<file path="src/rtl/mode_pair_pkg.sv">
package mode_pair_pkg;

    typedef enum logic [1:0] {
        LAT_ROLL = 2'd0,
        LAT_HDG  = 2'd1,
        LAT_APPR = 2'd2,
        LAT_GA   = 2'd3
    } lat_mode_e;

    typedef enum logic [1:0] {
        VER_PITCH = 2'd0,
        VER_SPD   = 2'd1,
        VER_APPR  = 2'd2,
        VER_GA    = 2'd3
    } ver_mode_e;

    // edge-detected switch lines, bit positions inside the detector vector
    localparam int unsigned SW_HDG   = 0;
    localparam int unsigned SW_SPD   = 1;
    localparam int unsigned SW_SYNC  = 2;
    localparam int unsigned SW_GA    = 3;
    localparam int unsigned SW_LCAP  = 4;
    localparam int unsigned SW_VCAP  = 5;
    localparam int unsigned SW_COUNT = 6;

    typedef struct packed {
        logic hdg;
        logic spd;
        logic sync;
        logic ga;
        logic lcap;
        logic vcap;
        logic side;
    } pair_evt_t;

    typedef struct packed {
        lat_mode_e lat;
        ver_mode_e ver;
        ver_mode_e ver_dly;
    } pair_state_t;

endpackage

</file>
<file path="src/rtl/mp_event_detect.sv">
module mp_event_detect #(
    parameter int unsigned N_SW = 6
) (
    input  logic            clk,
    input  logic [N_SW-1:0] sw_i,
    input  logic            side_i,
    output logic [N_SW-1:0] rise_o,
    output logic            side_chg_o,
    output logic            quiet_o
);
    logic [N_SW-1:0] prev_d, prev_q;
    logic            side_d, side_q;

    // previous-sample registers follow the pins in and out of reset, so a
    // switch held through reset produces no edge afterwards
    always_comb begin
        prev_d = sw_i;
        side_d = side_i;
    end

    always_ff @(posedge clk) begin
        prev_q <= prev_d;
        side_q <= side_d;
    end

    for (genvar i = 0; i < N_SW; i++) begin : g_rise
        assign rise_o[i] = sw_i[i] & ~prev_q[i];
    end

    assign side_chg_o = side_i ^ side_q;
    assign quiet_o    = ~(|rise_o) & ~side_chg_o;

endmodule

</file>
<file path="src/rtl/mp_lat_next.sv">
module mp_lat_next
    import mode_pair_pkg::*;
(
    input  lat_mode_e cur_i,
    input  logic      hdg_i,
    input  logic      sync_i,
    input  logic      ga_i,
    input  logic      cap_i,
    input  logic      side_i,
    input  ver_mode_e ver_now_i,
    input  ver_mode_e ver_dly_i,
    output lat_mode_e nxt_o
);
    logic ver_into_ga, ver_out_of_ga;

    // vertical mode seen only through its register and a delayed copy
    assign ver_into_ga   = (ver_now_i == VER_GA) && (ver_dly_i != VER_GA);
    assign ver_out_of_ga = (ver_now_i != VER_GA) && (ver_dly_i == VER_GA);

    // per source mode, applicable events from highest to lowest priority
    always_comb begin
        nxt_o = cur_i;
        unique case (cur_i)
            LAT_ROLL: begin
                if (ver_into_ga || ga_i) nxt_o = LAT_GA;
                else if (hdg_i)          nxt_o = LAT_HDG;
                else if (cap_i)          nxt_o = LAT_APPR;
            end
            LAT_HDG: begin
                if (ver_into_ga || ga_i) nxt_o = LAT_GA;
                else if (hdg_i)          nxt_o = LAT_ROLL;
                else if (cap_i)          nxt_o = LAT_APPR;
                else if (side_i)         nxt_o = LAT_ROLL;
            end
            LAT_APPR: begin
                if (ver_into_ga || ga_i)                 nxt_o = LAT_GA;
                else if (hdg_i && ver_now_i != VER_APPR) nxt_o = LAT_HDG;
                else if (side_i)                         nxt_o = LAT_ROLL;
            end
            LAT_GA: begin
                if (ver_out_of_ga || sync_i) nxt_o = LAT_ROLL;
                else if (hdg_i)              nxt_o = LAT_HDG;
                else if (side_i)             nxt_o = LAT_ROLL;
            end
            default: nxt_o = LAT_ROLL;
        endcase
    end

endmodule

</file>
<file path="src/rtl/mp_ver_next.sv">
module mp_ver_next
    import mode_pair_pkg::*;
(
    input  ver_mode_e cur_i,
    input  logic      spd_i,
    input  logic      sync_i,
    input  logic      ga_i,
    input  logic      cap_i,
    input  logic      side_i,
    input  lat_mode_e lat_now_i,
    input  lat_mode_e lat_nxt_i,
    output ver_mode_e nxt_o
);
    logic lat_into_ga, lat_out_of_ga, lat_out_of_appr, cap_ok;

    // lateral result of this same cycle is visible here
    assign lat_into_ga     = (lat_nxt_i == LAT_GA) && (lat_now_i != LAT_GA);
    assign lat_out_of_ga   = (lat_nxt_i != LAT_GA) && (lat_now_i == LAT_GA);
    assign lat_out_of_appr = (lat_nxt_i != LAT_APPR) && (lat_now_i == LAT_APPR);
    assign cap_ok          = cap_i && (lat_nxt_i == LAT_APPR);

    always_comb begin
        nxt_o = cur_i;
        unique case (cur_i)
            VER_PITCH: begin
                if (lat_into_ga || ga_i) nxt_o = VER_GA;
                else if (spd_i)          nxt_o = VER_SPD;
                else if (cap_ok)         nxt_o = VER_APPR;
            end
            VER_SPD: begin
                if (lat_into_ga || ga_i) nxt_o = VER_GA;
                else if (spd_i)          nxt_o = VER_PITCH;
                else if (cap_ok)         nxt_o = VER_APPR;
                else if (side_i)         nxt_o = VER_PITCH;
            end
            VER_APPR: begin
                if (lat_into_ga || ga_i)             nxt_o = VER_GA;
                else if (spd_i)                      nxt_o = VER_SPD;
                else if (lat_out_of_appr || side_i)  nxt_o = VER_PITCH;
            end
            VER_GA: begin
                if (lat_out_of_ga || sync_i) nxt_o = VER_PITCH;
                else if (spd_i)              nxt_o = VER_SPD;
                else if (side_i)             nxt_o = VER_PITCH;
            end
            default: nxt_o = VER_PITCH;
        endcase
    end

endmodule

</file>
<file path="src/rtl/mode_pair_top.sv">
module mode_pair_top
    import mode_pair_pkg::*;
(
    input  logic       clk,
    input  logic       rst_n,
    input  logic       side_i,
    input  logic       hdg_sw_i,
    input  logic       spd_sw_i,
    input  logic       sync_sw_i,
    input  logic       ga_sw_i,
    input  logic       lat_cap_i,
    input  logic       ver_cap_i,
    output logic [1:0] lat_mode_o,
    output logic [1:0] ver_mode_o,
    output logic       quiet_o
);
    logic [SW_COUNT-1:0] sw_vec, sw_rise;
    logic                side_chg;
    pair_evt_t           evt;
    pair_state_t         st_d, st_q;
    lat_mode_e           lat_nxt;
    ver_mode_e           ver_nxt;

    always_comb begin
        sw_vec          = '0;
        sw_vec[SW_HDG]  = hdg_sw_i;
        sw_vec[SW_SPD]  = spd_sw_i;
        sw_vec[SW_SYNC] = sync_sw_i;
        sw_vec[SW_GA]   = ga_sw_i;
        sw_vec[SW_LCAP] = lat_cap_i;
        sw_vec[SW_VCAP] = ver_cap_i;
    end

    mp_event_detect #(.N_SW(SW_COUNT)) u_evt (
        .clk        (clk),
        .sw_i       (sw_vec),
        .side_i     (side_i),
        .rise_o     (sw_rise),
        .side_chg_o (side_chg),
        .quiet_o    (quiet_o)
    );

    always_comb begin
        evt.hdg  = sw_rise[SW_HDG];
        evt.spd  = sw_rise[SW_SPD];
        evt.sync = sw_rise[SW_SYNC];
        evt.ga   = sw_rise[SW_GA];
        evt.lcap = sw_rise[SW_LCAP];
        evt.vcap = sw_rise[SW_VCAP];
        evt.side = side_chg;
    end

    mp_lat_next u_lat (
        .cur_i     (st_q.lat),
        .hdg_i     (evt.hdg),
        .sync_i    (evt.sync),
        .ga_i      (evt.ga),
        .cap_i     (evt.lcap),
        .side_i    (evt.side),
        .ver_now_i (st_q.ver),
        .ver_dly_i (st_q.ver_dly),
        .nxt_o     (lat_nxt)
    );

    mp_ver_next u_ver (
        .cur_i     (st_q.ver),
        .spd_i     (evt.spd),
        .sync_i    (evt.sync),
        .ga_i      (evt.ga),
        .cap_i     (evt.vcap),
        .side_i    (evt.side),
        .lat_now_i (st_q.lat),
        .lat_nxt_i (lat_nxt),
        .nxt_o     (ver_nxt)
    );

    always_comb begin
        st_d         = st_q;
        st_d.lat     = lat_nxt;
        st_d.ver     = ver_nxt;
        st_d.ver_dly = st_q.ver;
    end

    always_ff @(posedge clk) begin
        if (!rst_n) begin
            st_q.lat     <= LAT_ROLL;
            st_q.ver     <= VER_PITCH;
            st_q.ver_dly <= VER_PITCH;
        end else begin
            st_q <= st_d;
        end
    end

    assign lat_mode_o = st_q.lat;
    assign ver_mode_o = st_q.ver;


    a_r1_reset_modes: assert property (@(posedge clk)
        !rst_n |=> (lat_mode_o == 2'd0 && ver_mode_o == 2'd0));


    a_r6_appr_nesting: assert property (@(posedge clk) disable iff (!rst_n)
        (st_q.ver == VER_APPR) |-> (st_q.lat == LAT_APPR));


    a_r7_ga_joint: assert property (@(posedge clk) disable iff (!rst_n)
        (evt.ga && st_q.lat == LAT_ROLL && st_q.ver == VER_PITCH)
        |=> (lat_mode_o == 2'd3 && ver_mode_o == 2'd3));


    a_r11_quiet_low: assert property (@(posedge clk) disable iff (!rst_n)
        (!$stable(side_i) || $rose(hdg_sw_i) || $rose(spd_sw_i) || $rose(sync_sw_i)
         || $rose(ga_sw_i) || $rose(lat_cap_i) || $rose(ver_cap_i)) |-> !quiet_o);


    a_r12_ga_agree: assert property (@(posedge clk) disable iff (!rst_n)
        (quiet_o && ((lat_mode_o == 2'd3) != (ver_mode_o == 2'd3)))
        |=> ((lat_mode_o == 2'd3) == (ver_mode_o == 2'd3)));


    a_r13_settled: assert property (@(posedge clk) disable iff (!rst_n)
        (quiet_o && $past(quiet_o)) |=> ($stable(lat_mode_o) && $stable(ver_mode_o)));

endmodule

</file>
<file path="config.mk">
export PLATFORM = sky130hd
export DESIGN_NAME = mode_pair_top
export DESIGN_NICKNAME = d
export VERILOG_FILES = /design/src/rtl/mode_pair_pkg.sv /design/src/rtl/mp_event_detect.sv /design/src/rtl/mp_lat_next.sv /design/src/rtl/mp_ver_next.sv /design/src/rtl/mode_pair_top.sv
export SDC_FILE = /design/constraint.sdc
export NUM_CORES = 1
export LEC_CHECK = 0
export BUFFER_PORTS_ARGS = -buffer_cell sky130_fd_sc_hd__buf_2
export CAP_MARGIN = 20
export CORE_AREA = 2 2 39 41
export CTS_CLUSTER_DIAMETER = 80
export DETAILED_ROUTE_END_ITERATION = 16
export DIE_AREA = 0 0 41 43
export PLACE_DENSITY = 0.75
export SLEW_MARGIN = 5
export SYNTH_ARGS = -nofsm -noshare
export SYNTH_HDL_FRONTEND = slang
export SYNTH_SLANG_ARGS = --single-unit
</file>
<file path="constraint.sdc">
create_clock -name clk -period 2.47 [get_ports clk]
set_clock_uncertainty 0.15 [all_clocks]
set_input_delay 0 -clock clk [delete_from_list [all_inputs] [get_ports clk]]
set_output_delay 0 -clock clk [all_outputs]
set_load 0.01 [all_outputs]
</file>
==> results of run 1 <==
==> kinds of logic (layout without fill, tap and decap cells) <==
logic type | after synthesis | after routing | synth area share (%)
AOI/OAI and AO/OA | 22 | 22 | 25.15
xor gates and xnor gates | 2 | 2 | 3.930
buffers and inverters | 8 | 29 | 7.072
DFF | 13 | 13 | 40.86
and+or+nand+nor | 28 | 28 | 22.98
==> flip-flops by register name, summed over array words and instances, names as in the netlist <==
register	flops
u_evt.prev_q	6
lat_mode_o	2
st_q	2
ver_mode_o	2
u_evt.side_q	1
==> metal layers <==
metal  vias up  part of all wire (%)  GRT usage, %
met2        49                    45         28.75
met4         0                   2.1         9.333
met5         -                     0             0
li1        300                     -             -
met1       252                    42         27.48
met3         5                    11         5.236
==> area by class of cell <==
| type | count | area, um^2 |
|---|---|---|
| fill | 122 | 585.6 |
| multi-input combinational | 52 | 331.6 |
| sequential | 13 | 260.3 |
| timing repair buffer | 21 | 145.1 |
| clock buffer | 4 | 26.28 |
| tap | 16 | 20.02 |
| inverter | 4 | 15.01 |
==> stage by stage <==
step	cells	hold WS (ns)	cell area, um^2	setup slack, ns
after floorplan	73	-0.1223	636.9	0.6188
after CTS	110	0.2265	798.3	0.3112
after global routing	110	0.2323	798.3	0.1008
after global placement	98	-0.03277	691.9	0.4685
after detailed placement	98	-0.02940	691.9	0.3245
final	110	0.2261	798.3	0.3084
==> where the power goes <==
part / total (mW) / internal (mW) / switching [mW] / leakage, nW
Clock: 0.128 / 0.0624 / 0.0652 / 0.0150
Combinational: 0.141 / 0.0649 / 0.0760 / 0.229
Sequential: 0.256 / 0.231 / 0.0248 / 0.109
Total: 0.524 / 0.358 / 0.166 / 0.352
==> worst max-delay path by stage <==
stage | end | slack, ns | cells past startpoint
after floorplan | ver_mode_o[1] | 0.62 | 6
after global placement | ver_mode_o[1] | 0.47 | 6
after detailed placement | ver_mode_o[1] | 0.32 | 6
after CTS | ver_mode_o[1] | 0.31 | 6
after global routing | ver_mode_o[1] | 0.10 | 6
final | ver_mode_o[1] | 0.31 | 6
==> placed cells by master, fill, tap and decap left out, drive strengths merged <==
| master | synthesis | routed |
|---|---|---|
| o2bb2ai | 1 | 1 |
| buf | 4 | 13 |
| nand3b | 2 | 2 |
| o221a | 1 | 1 |
| a21o | 1 | 1 |
| a2111oi | 1 | 1 |
| a21bo | 1 | 1 |
| clkbuf | 0 | 4 |
| o311ai | 1 | 1 |
| a31oi | 2 | 2 |
| xor2 | 1 | 1 |
| nand2b | 7 | 7 |
| xnor2 | 1 | 1 |
| dlygate4sd3 | 0 | 8 |
| nor3 | 1 | 1 |
| nand2 | 5 | 5 |
| o221ai | 2 | 2 |
| o32ai | 1 | 1 |
| o21ai | 2 | 2 |
| inv | 4 | 4 |
| o21a | 2 | 2 |
| dfxtp | 13 | 13 |
| o22ai | 1 | 1 |
| or3 | 1 | 1 |
| nor2 | 6 | 6 |
| nand3 | 3 | 3 |
| a211o | 1 | 1 |
| and2 | 3 | 3 |
| a21oi | 5 | 5 |
==> run metrics, run 1 <==
status complete, no violations; fin util 57.69%; number of global-route vias before repair 574; Post-synth EDFFs 0; Tot Pwr 524.2 uW; initial antenna violation count 0; chip height 43 um; main flop type after synthesis dfxtp_1; HPWL Detailed 993.6 um; Nets 104; Hold Crit Depth 2; Worst Reg-to-Reg Cells 6; DRC 0; core area 1384 um^2; Post-synth top cells dfxtp_1, nand2b_1, nor2_1; CTS sink cnt 13; WHS Endpoint u_evt.prev_q[0]; Tightest Pin Transition 0.5096 ns; Worst setup EP type flip-flop; post-synthesis sequential area ratio 40.86%; RSZ-0062 raised after global routing false; first-pass GRT wire length 2442 um; Starting Density 46.02%; max cap viols 0; post-synth top area cell dfxtp_1; Worst Path Arrival 2.15 ns; area share of the leading cell type in the synthesized netlist 40.86%; GRT Util Overall 20.16%; Synth Area per Inst 8.724 um^2; buffers added on ports 13; synth top area cells dfxtp_1, nand2b_1, buf_4; Clock Pin Slew Worst Setup and Hold Paths 0.08 ns; Post-Syn Nets 82; Final GP Congestion 0.8941; Ys Warns 0; Critical Path Max Stage Delay 0.46 ns; DRT Pass-1 Iters 4; TritonCTS clock tree done; fin crit period 2.162 ns; area grow syn2layout 25.34%; cell family with most CP delay compound AO/OA/AOI/OAI gates; routed len/inst 12.81 um; reg2reg setup slack 0.31 ns; worst-path cell chain nand2_1, o21a_1, o32ai_1, a211o_1, a2111oi_1, o221ai_1; share of post-route cells with drive strength above 1 21.28%; Worst Path Max Fanout 7; via count 606; max-slew violations 0; Max-slew headroom 66.03%; insertion delay to the later sink of the worst-skew pair 0.27 ns; ys async rst share 0%; post-synthesis cell area 636.9 um^2; ant diodes 0; crit path from ver_mode_o[1]; Fin. Hold Viols 0; # setup viols final 0; Root Buffer clkbuf_4; most frequent cell after synthesis dfxtp_1; #FFs+latches synth 13; Distinct cells, synth 28; I/O Pins 14; PD cells 656.7 nW/um^2; Final period util 87.51%; via/cell ratio 5.509; Antenna Violating Nets Remaining 0; CP max-delay cell a2111oi_1; Die X 41 um; Req. time, crit path 2.46 ns; Peak Freq 462.6 MHz; TNS Setup 0 ns; hold-fix buffer count after cts 8; RR Startpoint ver_mode_o[1]; total wire length 1409 um; Worst setup SP type flip-flop; hold path start hdg_sw_i; r2r endpoint ver_mode_o[1]; Clock Tree Buf Depth 2; CTS HTree Levels 1; post-cts resize count 0; critical setup path kind reg2reg; DIE AREA 1763 um^2; pin count of the biggest net entering global routing 9; worst vdd ir 0.4163 mV; number of DRC markers in iteration 0 34; leakage power 0.3524 nW; type of the worst min-delay path in2reg; CP Buf/Inv Count 0; Std-Cell Rows 14; Overflow after GRT 0; CTS buffer count 3; Synth Instances 73; post-CTS setup buffer count 0
Note: power is estimated with default switching activity, not from simulation.
==> inputs of run 2 (changes only) <==
--- a/config.mk
+++ b/config.mk
@@ -8,6 +8,7 @@
 export BUFFER_PORTS_ARGS = -buffer_cell sky130_fd_sc_hd__buf_2
 export CAP_MARGIN = 20
 export CORE_AREA = 2 2 39 41
+export CTS_BUF_LIST = sky130_fd_sc_hd__clkbuf_4 sky130_fd_sc_hd__clkbuf_8
 export CTS_CLUSTER_DIAMETER = 80
 export DETAILED_ROUTE_END_ITERATION = 16
 export DIE_AREA = 0 0 41 43
==> run metrics, run 2 (synthesized netlist as in run 1, its figures left out) <==
Worst setup EP type flip-flop; max cap viols 0; initial antenna violation count 0; critical setup path kind reg2reg; buffers added on ports 13; CTS HTree Levels 1; total wire length 1434 um; DRC 0; Largest Register u_evt.prev_q; Antenna Violating Nets Remaining 0; Final GP Congestion 0.8941; Clock Pin Slew Worst Setup and Hold Paths 0.07 ns; reg2reg setup slack 0.30 ns; Tightest Pin Transition 0.5048 ns; via/cell ratio 5.509; chip height 43 um; core area 1384 um^2; post-CTS setup buffer count 0; Peak Freq 460.4 MHz; TritonCTS clock tree done; Die X 41 um; fin crit period 2.172 ns; Nets 104; pin count of the biggest net entering global routing 9; I/O Pins 14; Overflow after GRT 0; max-slew violations 0; # setup viols final 0; area grow syn2layout 25.93%; Starting Density 46.02%; Root Buffer clkbuf_4; leakage power 0.3558 nW; hold path start hdg_sw_i; type of the worst min-delay path in2reg; HPWL Detailed 993.6 um; Fin. Hold Viols 0; CTS sink cnt 13; share of post-route cells with drive strength above 1 22.34%; DIE AREA 1763 um^2; crit path from ver_mode_o[1]; Max-slew headroom 66.35%; first-pass GRT wire length 2428 um; via count 606; PD cells 665.2 nW/um^2; Worst Path Arrival 2.16 ns; Final period util 87.93%; ant diodes 0; Worst Path Max Fanout 7; final hold slack 0.2304 ns; DRT Pass-1 Iters 4; r2r endpoint ver_mode_o[1]; TNS Setup 0 ns; status complete, no violations; Std-Cell Rows 14; RSZ-0062 raised after global routing false; CTS buffer count 3; most frequent cells in the layout buf_2, dfxtp_1, dlygate4sd3_1; Req. time, crit path 2.46 ns; GRT Util Overall 20.06%; Worst setup SP type flip-flop; insertion delay to the later sink of the worst-skew pair 0.26 ns; Clock Tree Buf Depth 2; routed len/inst 13.04 um; number of global-route vias before repair 575; max FFs per register 6; Worst setup endpoint ver_mode_o[1]; worst vdd ir 0.4083 mV; Worst Reg-to-Reg Cells 6; RR Startpoint ver_mode_o[1]; number of DRC markers in iteration 0 32
==> run 2: cell counts in the layout (fill, tap and decap cells not counted) <==
Identical to the previous run, type by type.
==> run 2: worst min path at each step <==
stage / slack [ns] / end / depth (start not counted)
after floorplan: -0.12 / u_evt.prev_q[0] / 0
after global placement: -0.03 / u_evt.prev_q[0] / 1
after detailed placement: -0.03 / u_evt.prev_q[4] / 1
after CTS: 0.23 / u_evt.prev_q[4] / 2
after global routing: 0.23 / u_evt.prev_q[4] / 2
final: 0.23 / u_evt.prev_q[0] / 2
==> run 2: worst max-delay path: stages (launching register included) <==
cell       delay, ns
dfxtp_1         0.39
nand2_1         0.17
o21a_1          0.24
o32ai_1         0.12
a211o_1         0.36
a2111oi_1       0.46
o221ai_1        0.16
==> run 2: power by group <==
part,leakage (nW),switching [mW],internal (mW)
Sequential,0.109,0.0254,0.231
Clock,0.0184,0.0627,0.0734
Combinational,0.229,0.0763,0.0649
==> run 2: cell type report <==
type / count / area, um^2
Sequential cell: 13 / 260.3
Clock buffer: 4 / 30.03
Fill cell: 120 / 581.8
Multi-Input combinational cell: 52 / 331.6
Tap cell: 16 / 20.02
Timing Repair Buffer: 21 / 145.1
Inverter: 4 / 15.01
==> run 2: what timing repair did <==
action	in CTS	in global routing
gates resized for setup	0	0
hold endpoints to repair	13	0
hold buffers	8	0
==> run 2: metrics by stage <==
stage          worst slack (ns)  std cells  total power [mW]  instance area [um^2]  utilization, %
3_3_place_gp             0.4685         98            0.3837                 691.9           50.00
3_5_place_dp             0.3245         98            0.3875                 691.9           50.00
5_1_grt                  0.1008        110            0.5681                 802.0           57.96
2_1_floorplan            0.6188         73            0.3579                 636.9               -
4_1_cts                  0.3112        110            0.5333                 802.0           57.96
6_report                 0.2981        110            0.5335                 802.0           57.96
==> run 2: metal layers <==
metal | global-route usage (%) | part of all wire [%] | vias up
met3 | 5.236 | 12 | 4
met5 | 0 | 0 | -
met1 | 27.15 | 42 | 250
li1 | - | - | 298
met2 | 28.75 | 45 | 54
met4 | 9.333 | 1.9 | 0
==> inputs of run 3 (changes only) <==
--- a/config.mk
+++ b/config.mk
@@ -8,7 +8,7 @@
 export BUFFER_PORTS_ARGS = -buffer_cell sky130_fd_sc_hd__buf_2
 export CAP_MARGIN = 20
 export CORE_AREA = 2 2 39 41
-export CTS_BUF_LIST = sky130_fd_sc_hd__clkbuf_4 sky130_fd_sc_hd__clkbuf_8
+export CTS_BUF_LIST = sky130_fd_sc_hd__clkbuf_2
 export CTS_CLUSTER_DIAMETER = 80
 export DETAILED_ROUTE_END_ITERATION = 16
 export DIE_AREA = 0 0 41 43
==> run metrics, run 3 (synthesized netlist as in run 1, its figures left out) <==
Peak Freq 460.7 MHz; Die X 41 um; CTS buffer count 3; Antenna Violating Nets Remaining 0; leakage power 0.3540 nW; Req. time, crit path 2.48 ns; HPWL Detailed 993.6 um; reg2reg setup slack 0.30 ns; max-slew violations 0; total wire length 1434 um; pin count of the biggest net entering global routing 9; hold path start hdg_sw_i; PD cells 642.5 nW/um^2; ant diodes 0; Max-slew headroom 66.28%; area grow syn2layout 24.36%; worst vdd ir 0.3878 mV; fillers 123; type of the worst min-delay path in2reg; Overflow after GRT 0; r2r endpoint ver_mode_o[1]; Final period util 87.87%; Clock Tree Buf Depth 2; DIE AREA 1763 um^2; via/cell ratio 5.600; routed len/inst 13.04 um; Worst setup EP type flip-flop; Nets 104; Root Buffer clkbuf_2; RSZ-0062 raised after global routing false; DRT Pass-1 Iters 4; via count 616; CTS HTree Levels 1; Starting Density 46.02%; final hold slack 0.2152 ns; Worst setup SP type flip-flop; Std-Cell Rows 14; DRC 0; CTS sink cnt 13; critical setup path kind reg2reg; Final GP Congestion 0.8941; TritonCTS clock tree done; I/O Pins 14; buffers added on ports 13; Largest Register u_evt.prev_q; footprint of the multi-input gates 331.6 um^2; share of post-route cells with drive strength above 1 22.34%; # setup viols final 0; Worst Path Max Fanout 7; status complete, no violations; fin crit period 2.170 ns; Worst Reg-to-Reg Cells 6; core area 1384 um^2; GRT Util Overall 20.47%; Hold Crit Depth 2; number of DRC markers in iteration 0 30; insertion delay to the later sink of the worst-skew pair 0.27 ns; TNS Setup 0 ns; RR Startpoint ver_mode_o[1]; most frequent cells in the layout buf_2, dfxtp_1, dlygate4sd3_1; Tightest Pin Transition 0.5058 ns; WHS Endpoint u_evt.prev_q[0]; Fin. Hold Viols 0; first-pass GRT wire length 2456 um; max cap viols 0; Register Area 260.3 um^2; initial antenna violation count 0; number of global-route vias before repair 576; Worst Path Arrival 2.18 ns; chip height 43 um; Clock Pin Slew Worst Setup and Hold Paths 0.12 ns; max FFs per register 6
## run 3: cell counts in the layout (fill, tap and decap cells not counted)
No cell type changed its count.
## run 3: power by group
group / internal [mW] / total, mW / switching, mW
Sequential: 0.231 / 0.256 / 0.0251
Clock: 0.0429 / 0.112 / 0.0686
Combinational: 0.0649 / 0.141 / 0.0764
## run 3: worst max path at each step
stage / from / endpoint / slack [ns]
after detailed placement: ver_mode_o[1] / ver_mode_o[1] / 0.32
final: ver_mode_o[1] / ver_mode_o[1] / 0.30
after floorplan: u_evt.side_q / ver_mode_o[1] / 0.62
after CTS: ver_mode_o[1] / ver_mode_o[1] / 0.31
after global routing: ver_mode_o[1] / ver_mode_o[1] / 0.09
after global placement: ver_mode_o[1] / ver_mode_o[1] / 0.47
## run 3: worst max-delay path, cell delays in order (launching register included)
cell and delay, ns:
dfxtp_1 0.40, nand2_1 0.17, o21a_1 0.24, o32ai_1 0.12, a211o_1 0.35, a2111oi_1 0.46
o221ai_1 0.16
## run 3: routing by layer
| layer | global-route usage, % | share of wire [%] | vias up |
|---|---|---|---|
| li1 | - | - | 301 |
| met1 | 27.48 | 42 | 256 |
| met2 | 28.75 | 43 | 49 |
| met3 | 5.236 | 12 | 10 |
| met4 | 11.33 | 3.7 | 0 |
| met5 | 0 | 0 | - |
## run 3: layout make-up
| type | count | area share [%] |
|---|---|---|
| inverter | 4 | 1.896 |
| tap | 16 | 2.528 |
| timing repair buffer | 21 | 18.33 |
| clock buffer | 4 | 2.528 |
| multi-input combinational | 52 | 41.86 |
| sequential | 13 | 32.86 |
## run 3: what timing repair did
action	4_1_cts	5_1_grt
endpoints found under the hold margin	13	0
resized for setup	0	0
setup endpoints to repair	0	0
setup buffers	0	0
hold buffers	8	0
## run 3: metrics by stage
stage                     util [%]  total power, mW  instance area, um^2  instances  worst slack, ns
after floorplan                  -           0.3579                636.9         73           0.6188
after global placement       50.00           0.3837                691.9         98           0.4685
after detailed placement     50.00           0.3875                691.9         98           0.3245
after CTS                    57.23           0.5042                792.0        110           0.3055
after global routing         57.23           0.5415                792.0        110          0.09466
final                        57.23           0.5088                792.0        110           0.2996
